### src/rtl/usec_stamp_pkg.sv
package usec_stamp_pkg;
  localparam int FRAC_W = 8;
  localparam logic [7:0] OFF_COUNT  = 8'h00;
  localparam logic [7:0] OFF_CONFIG = 8'h04;
  localparam logic [7:0] OFF_HOLD   = 8'h3C;

  typedef struct packed {
    logic [FRAC_W-1:0] num_m1;
    logic [FRAC_W-1:0] den_m1;
  } frac_cfg_t;

  localparam frac_cfg_t CFG_RESET = '{num_m1: 8'h00, den_m1: 8'h0B};
endpackage

### src/rtl/frac_prescaler.sv
module frac_prescaler #(
  parameter int FRAC_W = 8,
  localparam int ACC_W = FRAC_W + 2
) (
  input  logic              clk,
  input  logic              rst,
  input  logic              step_en,
  input  logic              hold,
  input  logic              clear,
  input  logic [FRAC_W-1:0] num_m1,
  input  logic [FRAC_W-1:0] den_m1,
  output logic              tick,
  output logic [ACC_W-1:0]  acc_q
);
  logic [ACC_W-1:0] num_full, den_full, sum, acc_d;
  logic             advance, over_unity;

  assign num_full   = ACC_W'(num_m1) + 1'b1;
  assign den_full   = ACC_W'(den_m1) + 1'b1;
  assign sum        = acc_q + num_full;
  assign advance    = step_en && !hold && !clear;
  assign over_unity = num_m1 >= den_m1;

  always_comb begin
    acc_d = acc_q;
    tick  = 1'b0;
    if (clear) begin
      acc_d = '0;
    end else if (advance) begin
      if (over_unity) begin
        acc_d = '0;
        tick  = 1'b1;
      end else if (sum >= den_full) begin
        acc_d = sum - den_full;
        tick  = 1'b1;
      end else begin
        acc_d = sum;
      end
    end
  end

  always_ff @(posedge clk) begin
    if (rst) acc_q <= '0;
    else     acc_q <= acc_d;
  end
endmodule

### src/rtl/stamp_counter.sv
module stamp_counter #(
  parameter int COUNT_W = 32
) (
  input  logic               clk,
  input  logic               rst,
  input  logic               tick,
  output logic [COUNT_W-1:0] count_q
);
  always_ff @(posedge clk) begin
    if (rst)       count_q <= '0;
    else if (tick) count_q <= count_q + 1'b1;
  end
endmodule

### src/rtl/stamp_regs.sv
module stamp_regs
  import usec_stamp_pkg::*;
#(
  parameter int ADDR_W  = 8,
  parameter int DATA_W  = 32,
  parameter int COUNT_W = 32
) (
  input  logic               clk,
  input  logic               rst,
  input  logic [ADDR_W-1:0]  reg_addr,
  input  logic               reg_wr,
  input  logic [DATA_W-1:0]  reg_wdata,
  input  logic               reg_rd,
  input  logic [COUNT_W-1:0] count,
  output frac_cfg_t          cfg_q,
  output logic               hold_q,
  output logic               cfg_wr,
  output logic [DATA_W-1:0]  reg_rdata
);
  logic sel_count, sel_cfg, sel_hold;
  logic [DATA_W-1:0] rd_mux;

  assign sel_count = reg_addr == ADDR_W'(OFF_COUNT);
  assign sel_cfg   = reg_addr == ADDR_W'(OFF_CONFIG);
  assign sel_hold  = reg_addr == ADDR_W'(OFF_HOLD);
  assign cfg_wr    = reg_wr && sel_cfg;

  always_ff @(posedge clk) begin
    if (rst) begin
      cfg_q  <= CFG_RESET;
      hold_q <= 1'b0;
    end else begin
      if (cfg_wr) cfg_q <= frac_cfg_t'(reg_wdata[2*FRAC_W-1:0]);
      if (reg_wr && sel_hold) hold_q <= reg_wdata[0];
    end
  end

  always_comb begin
    rd_mux = '0;
    if (sel_count)     rd_mux = DATA_W'(count);
    else if (sel_cfg)  rd_mux = DATA_W'(cfg_q);
    else if (sel_hold) rd_mux = DATA_W'(hold_q);
  end

  always_ff @(posedge clk) begin
    if (rst)         reg_rdata <= '0;
    else if (reg_rd) reg_rdata <= rd_mux;
  end
endmodule

### src/rtl/usec_stamp_top.sv
module usec_stamp_top
  import usec_stamp_pkg::*;
#(
  parameter int ADDR_W  = 8,
  parameter int DATA_W  = 32,
  parameter int COUNT_W = 32
) (
  input  logic              clk,
  input  logic              rst,
  input  logic              osc_en,
  input  logic [ADDR_W-1:0] reg_addr,
  input  logic              reg_wr,
  input  logic [DATA_W-1:0] reg_wdata,
  input  logic              reg_rd,
  output logic [DATA_W-1:0] reg_rdata
);
  localparam int ACC_W = FRAC_W + 2;

  frac_cfg_t          cfg_q;
  logic               hold_q, cfg_wr, tick;
  logic [ACC_W-1:0]   acc_q;
  logic [COUNT_W-1:0] count_q;

  stamp_regs #(.ADDR_W(ADDR_W), .DATA_W(DATA_W), .COUNT_W(COUNT_W)) u_regs (
    .clk(clk), .rst(rst), .reg_addr(reg_addr), .reg_wr(reg_wr),
    .reg_wdata(reg_wdata), .reg_rd(reg_rd), .count(count_q),
    .cfg_q(cfg_q), .hold_q(hold_q), .cfg_wr(cfg_wr), .reg_rdata(reg_rdata)
  );

  frac_prescaler #(.FRAC_W(FRAC_W)) u_pre (
    .clk(clk), .rst(rst), .step_en(osc_en), .hold(hold_q), .clear(cfg_wr),
    .num_m1(cfg_q.num_m1), .den_m1(cfg_q.den_m1), .tick(tick), .acc_q(acc_q)
  );

  stamp_counter #(.COUNT_W(COUNT_W)) u_cnt (
    .clk(clk), .rst(rst), .tick(tick), .count_q(count_q)
  );
endmodule

### config.mk
export PLATFORM = sky130hd
export DESIGN_NAME = usec_stamp_top
export DESIGN_NICKNAME = d
export VERILOG_FILES = /design/src/rtl/usec_stamp_pkg.sv /design/src/rtl/frac_prescaler.sv /design/src/rtl/stamp_counter.sv /design/src/rtl/stamp_regs.sv /design/src/rtl/usec_stamp_top.sv
export SDC_FILE = /design/constraint.sdc
export NUM_CORES = 1
export LEC_CHECK = 0
export CAP_MARGIN = 20
export CORE_ASPECT_RATIO = 0.75
export CORE_MARGIN = 5
export CORE_UTILIZATION = 52
export CTS_CLUSTER_DIAMETER = 150
export DETAILED_ROUTE_END_ITERATION = 10
export DONT_BUFFER_PORTS = 1
export PLACE_DENSITY = 0.79
export SYNTH_ARGS = -nofsm -noshare
export SYNTH_HDL_FRONTEND = slang
export SYNTH_SLANG_ARGS = --single-unit
### constraint.sdc
create_clock -name clk -period 5.7 [get_ports clk]
set_clock_uncertainty 0.2 [all_clocks]
set_input_delay 0.57 -clock clk [delete_from_list [all_inputs] [get_ports clk]]
set_output_delay 0.57 -clock clk [all_outputs]
set_load 0.02 [all_outputs]
* Word level (Yosys, flattened, before mapping)
Index checks and enable logic that the tools add are counted.
Word-level totals: flip-flop bits (word level) 91, latch bits 0, bits in writable memories 0, bits in read-only memories 0, output and inout bits 32, memories kept 0
Operators by class: $add $sub $neg 5, multiply operators 0, divide/modulo/power cells 0, $lt $le $gt $ge 2, equality and inequality tests 2, shift-type cells 0, multiplexer cells 9, bitwise operators 0, reduce and logical (&&, ||, !) cells 8
Operators by type and width (count):
- 2-to-1 mux 32 bit | 2
- adder 32 x 1 -> 32 bit, second input constant | 1
- 2-to-1 mux 10 bit | 2
- adder 8 x 1 -> 9 bit, second input constant | 2
- adder 10 bit | 1
- greater-or-equal comparator 10 bit | 1
- subtractor 10 bit | 1
- equality test 8 x 3 -> 1 bit, second input constant | 1
- equality test 8 x 6 -> 1 bit, second input constant | 1
- greater-or-equal comparator 8 bit | 1
- zero test 8 bit | 1
- 2-to-1 mux 1 bit | 5
- logical AND 1 bit | 4
- zero test 1 bit | 2
- OR reduction 2 bit | 1

* Depth between registers and ports, before layout
Gate-level depths: netlist of run 1.
depth after elaboration 7, gate-level depth with buffers 19, gate-level depth less buffers 17

* By module
From an unflattened synthesis of run 1, not the netlist that was laid out.
Second synthesis, totals: cells, all modules 616, area total of the unflattened synthesis 5499.0 um^2
Modules (own cells, without submodules):
- stamp_regs | times used 1, cells an instance 211, area each 2169.6 um^2, seq. area each 980.9 um^2
- frac_prescaler | times used 1, cells an instance 224, area each 1765.4 um^2, seq. area each 200.2 um^2
- stamp_counter | times used 1, cells an instance 181, area each 1564.0 um^2, seq. area each 640.6 um^2

* Least setup slack after synthesis of run 1
Ideal clock, no wire load.
path kind register to register, start register u_regs.cfg_q[9] (netlist name), end register u_cnt.count_q[30], library setup time 123 ps, arrival time 3765 ps, data required time 5377 ps, slack 1612 ps, stages on the path, launching flop included 19, cells stage by stage dfxtp_1 ha_1 nand3_1 xnor2_1 ha_1 inv_1 o22ai_1 nor2_1 o21ai_0 xnor2_1 ha_1 a21oi_1 o21ai_0 a21oi_1 nand2_1 a2111oi_4 buf_6 nor4_1 mux2_1
Between the ends: word-level cells in the longest chain between the ends 7
RTL lines:
- adder 8 x 1 -> 9 bit | RTL line frac_prescaler.sv:18 | assign num_full = ACC_W'(num_m1) + 1'b1;
- adder 10 bit | RTL line frac_prescaler.sv:20 | assign sum = acc_q + num_full;
- greater-or-equal comparator 10 bit | RTL line frac_prescaler.sv:33 | end else if (sum >= den_full) begin
- 2-to-1 mux 1 bit | RTL line frac_prescaler.sv:33
- 2-to-1 mux 1 bit (*) | RTL line frac_prescaler.sv:30 | if (over_unity) begin
- 2-to-1 mux 1 bit (*) | RTL line frac_prescaler.sv:29 | end else if (advance) begin
- 2-to-1 mux 1 bit (*) | RTL line frac_prescaler.sv:27 | if (clear) begin
- end signal: assignment | RTL line stamp_counter.sv:11 | else if (tick) count_q <= count_q + 1'b1;
- end: declaration | RTL line stamp_counter.sv:7 | output logic [COUNT_W-1:0] count_q
Mark *: on every way between the ends. The rest lies on a longest branch, timed or not. A chain may end at the register's enable or synchronous reset.

* Worst setup path after layout of run 1
start register u_regs.cfg_q[8] (netlist name), end register u_cnt.count_q[30]
Between the ends: word-level cells in the longest chain between the ends 7
RTL lines (RTL line):
- adder 8 x 1 -> 9 bit | frac_prescaler.sv:18
- adder 10 bit | frac_prescaler.sv:20
- greater-or-equal comparator 10 bit | frac_prescaler.sv:33
- 2-to-1 mux 1 bit | frac_prescaler.sv:33
- 2-to-1 mux 1 bit (*) | frac_prescaler.sv:30
- 2-to-1 mux 1 bit (*) | frac_prescaler.sv:29
- 2-to-1 mux 1 bit (*) | frac_prescaler.sv:27
Marks and branches as above.

==> results of run 1 <==
[critical path: stages, from the launching register on]
cell and delay, ns:
dfxtp_1 0.51, ha_1 0.25, nand3_1 0.12, xnor2_1 0.16, ha_1 0.31, nand3_1 0.10, o22ai_1 0.37, nor2_1 0.12
o21ai_0 0.22, xnor2_1 0.18, ha_1 0.32, a21oi_1 0.15, o21ai_0 0.12, a21oi_1 0.33, nand2_1 0.22, a2111oi_4 0.32
buf_4 0.50, nor4_1 0.15, mux2_1 0.35
[synthesized netlist by cell type (3+ instances only)]
cell type	instances
nor4_1	3
nand2b_1	20
xor2_1	7
ha_1	29
nor3_1	12
xnor2_1	18
nand2_1	63
or4_1	24
mux2i_1	8
a22oi_1	16
a21oi_1	70
inv_1	26
nand4_1	11
or3_1	3
o211ai_1	3
dfxtp_1	91
nand3_1	39
nor2b_1	5
a211oi_1	19
o31ai_1	25
and3_1	10
or2_2	3
nor2_1	38
buf_2	3
and4_1	6
o21ai_0	19
clkbuf_1	28
o21a_1	3
[path summary, 6_finish.rpt]
kind | cells after the start | end | startpoint
min | 1 | u_regs.reg_rdata[0] | rst
min reg2reg | 2 | u_pre.acc_q[7] | u_pre.acc_q[7]
max reg2reg | 18 | u_cnt.count_q[30] | u_regs.cfg_q[8]
max | 18 | u_cnt.count_q[30] | u_regs.cfg_q[8]
[placed cells by master, fill, tap and decap left out, drive strengths merged, types with 5 or more instances in the layout]
cell and n:
mux2i 8, o21ai 19, xnor2 18, a21oi 70, a22oi 16, o31ai 25, ha 29, or4 24
nor2b 5, and3 10, nand3 39, nor3 13, nand2b 20, xor2 7, nand2 63, dfxtp 91
inv 27, nor2 39, nand4 11, a211oi 20, clkbuf 10, buf 7, and4 6
[cell type report]
cell class / instances / share of cell area
multi-input combinational: 490 / 0.567
sequential: 91 / 0.321
clock buffer: 10 / 0.0421
tap: 132 / 0.0291
inverter: 26 / 0.0172
clock inverter: 6 / 0.0154
timing repair buffer: 7 / 0.00881
[routing by layer]
| metal | wire [microns] | part of all wire |
|---|---|---|
| met3 | 1090 | 0.080 |
| met4 | 288 | 0.021 |
| met5 | 0 | 0 |
| met1 | 6290 | 0.46 |
| met2 | 5970 | 0.44 |
[state kept, by name, summed over array words and instances, names as in the netlist]
signal and flops:
u_regs.hold_q 1, u_regs.reg_rdata 32, u_regs.cfg_q 16, u_cnt.count_q 32, u_pre.acc_q 10
[cells by family after synthesis]
family | Yosys count
buffers and inverters | 63
xor gates and xnor gates | 25
DFF | 91
AOI/OAI and AO/OA | 177
adders and majority gates | 32
muxes | 12
and+or+nand+nor | 244
[power groups by stage]
stage | Combinational [mW] | Clock (mW) | Sequential (mW)
finish | 0.796 | 0.653 | 0.713
global route | 0.864 | 0.689 | 0.718
CTS | 0.774 | 0.662 | 0.713
detailed placement | 0.767 | 0 | 0.727
global placement | 0.725 | 0 | 0.725
floorplan | 0.693 | 0 | 0.719
==> impl_metrics.env, run 1 <==
export IMPL_antenna_found_initial=0
export IMPL_max_freq_mhz=195
export IMPL_grt_pass1_vias=4544
export IMPL_avgSynthCellArea_sq_um=8.21
export IMPL_cts_post_setup_buffers_inserted=0
export IMPL_start_util=0.539
export IMPL_ant_nets=0
export IMPL_cts_root_buf="clkbuf_16"
export IMPL_multi_input_area_sq_um=3220
export IMPL_power_density_nw_per_um2=381
export IMPL_placed_area_sq_um=5350
export IMPL_status="finished clean"
export IMPL_post_route_util=0.579
export IMPL_synth_xor_area_frac=0.0414
export IMPL_final_nets=701
export IMPL_htree_levels=3
export IMPL_die_height_microns=97.3
export IMPL_port_buffers=0
export IMPL_required_ns=5.74
export IMPL_grt_total_usage=0.221
export IMPL_routed_wirelength_microns=13600
export IMPL_synth_simple_gate_area_share=0.241
export IMPL_yosysWarnings=0
export IMPL_synth_edf_count=0
export IMPL_ctsHoldBuffers=0
export IMPL_timing_slew_headroom=0.343
export IMPL_cts_tree="yes"
export IMPL_hold_viol=0
export IMPL_grt_busiest_layer="met2"
export IMPL_postSynthNetCount=720
export IMPL_nFillCells=887
export IMPL_pre_cts_ws_ns=0.658
export IMPL_cp_start_kind="register"
export IMPL_synthDistinctLibCells=60
export IMPL_clock_path_buffers=2
export IMPL_synth_top_area_frac=0.344
export IMPL_period_share=0.900
export IMPL_antenna_cells=0
export IMPL_fin_area_sq_um=5680
export IMPL_crit_type="register to register"
export IMPL_clkPwrFrac=0.302
export IMPL_place_inst=746
export IMPL_seq_power_share=0.330
export IMPL_dr_pass1_iters=5
export IMPL_slew_viol_final=0
export IMPL_synthToLayoutAreaGrowth_pct=7.36
export IMPL_cp_end_kind="register"
export IMPL_netlist_instances=644
export IMPL_drt_iter0_drc=339
export IMPL_dieArea_sq_um=12300
export IMPL_clkLatencyLatePin_ns=0.35
export IMPL_numCtsBuffers=9
export IMPL_gp_congestion=0.929
export IMPL_p_switching_mw=0.806
export IMPL_clock_sinks=91
export IMPL_synth_adder_area_share=0.0781
export IMPL_avgViaCountPerCell=6.35
export IMPL_clk_pin_slew_ns=0.07
export IMPL_setup_viol=0
export IMPL_fin_cells=762
export IMPL_gr_usage_met2=0.315
export IMPL_p_int_mw=1.36
export IMPL_ys_seq_area_frac=0.344
export IMPL_layout_drive_gt1_share=0.0556
export IMPL_grt_first_pass_wirelength_microns=22500
export IMPL_synthFlopType="dfxtp_1"
export IMPL_total_power_mw=2.16
export IMPL_worst_slew_pin_slew_ns=0.982
export IMPL_synth_area_leaders="dfxtp_1, ha_1, a21oi_1"
export IMPL_swShare=0.373
export IMPL_rsz0062_at_grt="no"
export IMPL_whs_ns=0.0922
export IMPL_setup_ws_ns=0.570
export IMPL_grt_start_max_net_pins=86
export IMPL_grt_met3_usage=0.0736
export IMPL_cts_resized=0
export IMPL_vias=4841
export IMPL_dp_hpwl_microns=9440
export IMPL_comb_power_share=0.368
export IMPL_grt_use_met1=0.310
export IMPL_rrSetupSlack_ns=0.57
export IMPL_post_route_min_period_ns=5.13
export IMPL_yosysTopAreaCell="dfxtp_1"
export IMPL_overflow=0
export IMPL_synth_area_sq_um=5290
export IMPL_async_flop_share=0
export IMPL_wire_per_inst_microns=17.9
export IMPL_p_leak_nw=1.99
export IMPL_chipWidth_microns=126
export IMPL_synth_ff_latch_count=91
export IMPL_num_io_pins=77
export IMPL_core_sq_um=9810
export IMPL_row_count=31
export IMPL_peakVddDrop_mv=0.320
export IMPL_synth_top_family_by_area="simple AND/OR/NAND/NOR gates"
export IMPL_hp_class="primary input to register"
export IMPL_route_detailed_drc=0
export IMPL_seq_area_sq_um=1820
export IMPL_synth_compound_area_frac=0.223
export IMPL_arrival_ns=5.17
export IMPL_synthMuxAreaShare=0.0237
export IMPL_max_cap_violations=0
export IMPL_critPathMaxFanout=60
export IMPL_fin_setup_tns_ns=0
No activity file was read; power rests on OpenSTA's default activity.
==> inputs of run 2 (changes only) <==
==> constraint.sdc (replaced) <==
create_clock -name clk -period 5.7 [get_ports clk]
set_clock_uncertainty 0.2 [all_clocks]
set_input_delay 1.425 -clock clk [delete_from_list [all_inputs] [get_ports clk]]
set_output_delay 1.425 -clock clk [all_outputs]
set_load 0.02 [all_outputs]
==> impl_metrics.env, run 2 (synthesis gave the netlist of run 1 again) <==
export IMPL_chipWidth_microns=126
export IMPL_mostFrequentLayoutCells="dfxtp_1, a21oi_1, nand2_1"
export IMPL_max_cap_violations=0
export IMPL_num_io_pins=77
export IMPL_nFillCells=852
export IMPL_reg_largest_list="u_cnt.count_q: 32 flops, u_regs.reg_rdata: 32 flops, u_regs.cfg_q: 16 flops"
export IMPL_wl_met3_microns=1070
export IMPL_critPathLaunch="u_regs.cfg_q[8]"
export IMPL_dr_pass1_iters=7
export IMPL_row_count=31
export IMPL_worst_slew_pin_slew_ns=0.924
export IMPL_max_freq_mhz=198
export IMPL_port_buffers=0
export IMPL_overflow=0
export IMPL_slew_viol_final=0
export IMPL_hold_path_startpoint="u_pre.acc_q[2]"
export IMPL_p_leak_nw=1.98
export IMPL_route_detailed_drc=0
export IMPL_r2r_start="u_regs.cfg_q[8]"
export IMPL_grt_pass1_vias=4433
export IMPL_layout_drive_gt1_share=0.0555
export IMPL_clk_pin_slew_ns=0.07
export IMPL_wire_per_inst_microns=17.8
export IMPL_routed_wirelength_microns=13600
export IMPL_post_route_util=0.578
export IMPL_final_nets=702
export IMPL_numCtsBuffers=9
export IMPL_die_height_microns=97.3
export IMPL_hp_class="register to register"
export IMPL_htree_levels=3
export IMPL_antenna_cells=0
export IMPL_synthToLayoutAreaGrowth_pct=7.26
export IMPL_fin_area_sq_um=5670
export IMPL_rsz0062_at_grt="no"
export IMPL_clock_path_buffers=2
export IMPL_post_route_min_period_ns=5.05
export IMPL_dp_hpwl_microns=9400
export IMPL_timing_slew_headroom=0.383
export IMPL_cp_start_kind="register"
export IMPL_pre_cts_ws_ns=0.815
export IMPL_period_share=0.886
export IMPL_total_power_mw=2.16
export IMPL_cts_post_setup_buffers_inserted=0
export IMPL_hold_depth=2
export IMPL_wl_met1_microns=6340
export IMPL_whs_ns=0.271
export IMPL_power_density_nw_per_um2=380
export IMPL_p_int_mw=1.33
export IMPL_place_inst=747
export IMPL_antenna_found_initial=0
export IMPL_ctsHoldBuffers=0
export IMPL_setup_viol=0
export IMPL_critPathMaxFanout=60
export IMPL_clock_sinks=91
export IMPL_cts_resized=0
export IMPL_peakVddDrop_mv=0.219
export IMPL_met2_length_microns=5980
export IMPL_grt_first_pass_wirelength_microns=22300
export IMPL_hold_viol=0
export IMPL_cp_end_kind="register"
export IMPL_crit_type="register to register"
export IMPL_top_layer_used="met4"
export IMPL_arrival_ns=5.08
export IMPL_gp_congestion=0.918
export IMPL_rrSetupSlack_ns=0.65
export IMPL_required_ns=5.73
export IMPL_ant_nets=0
export IMPL_swShare=0.383
export IMPL_grt_total_usage=0.218
export IMPL_avgViaCountPerCell=6.33
export IMPL_fin_setup_tns_ns=0
export IMPL_grt_start_max_net_pins=86
export IMPL_placed_area_sq_um=5370
export IMPL_comb_power_share=0.387
export IMPL_vias=4829
export IMPL_drt_iter0_drc=460
export IMPL_cts_root_buf="clkbuf_16"
export IMPL_cts_tree="yes"
export IMPL_reg2regPathDepth=18
export IMPL_clkLatencyLatePin_ns=0.34
export IMPL_status="finished clean"
export IMPL_seq_power_share=0.330
export IMPL_fin_cells=763
export IMPL_clkPwrFrac=0.282
export IMPL_setup_ws_ns=0.649
export IMPL_p_switching_mw=0.826
export IMPL_core_sq_um=9810
export IMPL_layout_commonest_cell="dfxtp_1"
export IMPL_start_util=0.539
export IMPL_dieArea_sq_um=12300
## run 2: routing by layer
layer  track usage  up-vias
met2         0.326      181
met5             0        -
met1         0.306     2279
met4        0.0552        0
li1              -     2352
met3        0.0643       17
## run 2: worst max-delay path: stages (launching register included)
cell	delay (ns)
dfxtp_1	0.51
ha_1	0.26
nand3_1	0.13
xnor2_1	0.17
ha_1	0.31
inv_1	0.07
o22ai_1	0.40
nor2_1	0.12
o21ai_0	0.23
xnor2_1	0.19
ha_1	0.32
a21oi_1	0.16
o21ai_0	0.12
a21oi_1	0.35
nand2_1	0.23
a2111oi_4	0.41
buf_12	0.28
nor4_1	0.12
mux2_1	0.33
## run 2: final timing paths
check,end
min reg2reg,u_pre.acc_q[2]
min,u_pre.acc_q[2]
max reg2reg,u_cnt.count_q[30]
max,u_cnt.count_q[30]
## run 2: layout make-up
class	count	area, sq um	area share
Sequential cell	91	1820	0.321
Clock buffer	10	229	0.0404
Multi-Input combinational cell	490	3220	0.567
Tap cell	132	165	0.0291
Clock inverter	6	72.6	0.0128
Inverter	26	97.6	0.0172
Timing Repair Buffer	8	70.1	0.0124
## run 2: power groups by stage
stage	registers, mW	clock network, mW	logic (mW)
finish	0.713	0.609	0.836
global route	0.717	0.644	0.919
CTS	0.713	0.617	0.814
detailed placement	0.727	0	0.808
floorplan	0.719	0	0.693
global placement	0.724	0	0.760
==> inputs of run 3 (changes only) <==
Clock period 5.7 ns to 5 ns, I/O delays scaled along.
==> impl_metrics.env, run 3 (synthesis gave the netlist of run 1 again) <==
export IMPL_status="finished clean"
export IMPL_arrival_ns=4.64
export IMPL_power_density_nw_per_um2=434
export IMPL_setup_viol=0
export IMPL_cp_common_cell="ha_1"
export IMPL_critical_path_slowest_cell="a2111oi_4"
export IMPL_nFillCells=892
export IMPL_grt_total_usage=0.217
export IMPL_vias=4775
export IMPL_ant_nets=0
export IMPL_cp_cell_sequence="ha_1 > nand3_1 > xnor2_1 > ha_1 > inv_1 > o22ai_1 > nor2_1 > o21ai_0 > xnor2_1 > ha_1 > a21oi_1 > o21ai_0 > a21oi_2 > nand2_1 > a2111oi_4 > buf_12 > buf_4 > or4_1 > a21oi_1"
export IMPL_post_route_min_period_ns=4.62
export IMPL_fin_setup_tns_ns=0
export IMPL_crit_type="register to register"
export IMPL_num_io_pins=77
export IMPL_peakVddDrop_mv=0.244
export IMPL_start_util=0.539
export IMPL_required_ns=5.02
export IMPL_dieArea_sq_um=12300
export IMPL_critPathTopFamily="compound AO/OA/AOI/OAI gates"
export IMPL_port_buffers=0
export IMPL_critPathMaxFanout=47
export IMPL_routed_wirelength_microns=13600
export IMPL_grt_first_pass_wirelength_microns=22200
export IMPL_reg_largest_list="u_cnt.count_q: 32 flops, u_regs.reg_rdata: 32 flops, u_regs.cfg_q: 16 flops"
export IMPL_clock_sinks=91
export IMPL_clkLatencyLatePin_ns=0.34
export IMPL_synthToLayoutAreaGrowth_pct=7.90
export IMPL_wire_per_inst_microns=17.7
export IMPL_rsz0062_at_grt="no"
export IMPL_row_count=31
export IMPL_hp_class="register to register"
export IMPL_grt_pass1_vias=4449
export IMPL_whs_ns=0.271
export IMPL_core_sq_um=9810
export IMPL_overflow=0
export IMPL_die_height_microns=97.3
export IMPL_final_nets=708
export IMPL_cpPeakStageDelay_ns=0.40
export IMPL_avgViaCountPerCell=6.23
export IMPL_antenna_found_initial=0
export IMPL_rrSetupSlack_ns=0.38
export IMPL_cts_root_buf="clkbuf_16"
export IMPL_layout_drive_gt1_share=0.0630
export IMPL_clock_path_buffers=2
export IMPL_cp_end_kind="register"
export IMPL_layout_commonest_cell="dfxtp_1"
export IMPL_cp_start_kind="register"
export IMPL_clk_pin_slew_ns=0.06
export IMPL_p_leak_nw=2.00
export IMPL_drt_iter0_drc=305
export IMPL_ctsHoldBuffers=0
export IMPL_worst_slew_pin_slew_ns=0.892
export IMPL_numCtsBuffers=9
export IMPL_max_freq_mhz=216
export IMPL_grt_start_max_net_pins=86
export IMPL_timing_slew_headroom=0.404
export IMPL_htree_levels=3
export IMPL_route_detailed_drc=0
export IMPL_gp_congestion=0.857
export IMPL_dp_hpwl_microns=9630
export IMPL_cp_num_buf_inv=3
export IMPL_mostFrequentLayoutCells="dfxtp_1, a21oi_1, nand2_1"
export IMPL_slew_viol_final=0
export IMPL_chipWidth_microns=126
export IMPL_hold_viol=0
export IMPL_max_cap_violations=0
export IMPL_total_power_mw=2.48
export IMPL_antenna_cells=0
export IMPL_dr_pass1_iters=5
export IMPL_cts_tree="yes"
export IMPL_period_share=0.925
-- run 3: layout make-up --
class,instances,area [sq um],area share
timing repair buffer,14,115,0.0202
clock buffer,12,246,0.0432
sequential,91,1820,0.319
clock inverter,2,37.5,0.00658
tap,132,165,0.0289
multi-input combinational,490,3220,0.565
inverter,26,97.6,0.0171
-- run 3: stage by stage --
step | instances | area, sq um | setup slack [ns] | util
after floorplan | 644 | 5290 | 0.912 | -
after global placement | 752 | 5410 | 0.506 | 0.551
after detailed placement | 753 | 5420 | 0.364 | 0.552
after CTS | 767 | 5700 | 0.329 | 0.581
after global routing | 767 | 5710 | 0.0520 | 0.582
final | 767 | 5710 | 0.377 | 0.582
-- run 3: final timing paths --
path | start | to | depth (start not counted)
setup / recovery | u_regs.cfg_q[8] | u_cnt.count_q[17] | 19
hold / removal | u_pre.acc_q[8] | u_pre.acc_q[8] | 2
setup reg to reg | u_regs.cfg_q[8] | u_cnt.count_q[17] | 19
hold reg to reg | u_pre.acc_q[8] | u_pre.acc_q[8] | 2
-- run 3: timing repair --
action / 4_1_cts / 5_1_grt
buffers inserted: 0 / 0
resized for setup: 0 / 2
setup endpoints to repair: 0 / 8
-- run 3: tightest hold or removal path, delay by kind of cell (launching register included) --
kind / cells / cell delay [ns]
and+or+nand+nor: 1 / 0.05
AOI/OAI and AO/OA: 1 / 0.05
DFF: 1 / 0.32
-- run 3: report_power, final --
part / total [mW] / switching (mW) / internal, mW
clock: 0.677 / 0.281 / 0.396
combinational: 0.984 / 0.598 / 0.386
sequential: 0.814 / 0.0422 / 0.772
-- run 3: per-layer routing --
metal / track usage / wire length [microns]
met3: 0.0709 / 1140
met4: 0.0610 / 228
met5: 0 / 0
met1: 0.314 / 6400
met2: 0.307 / 5790
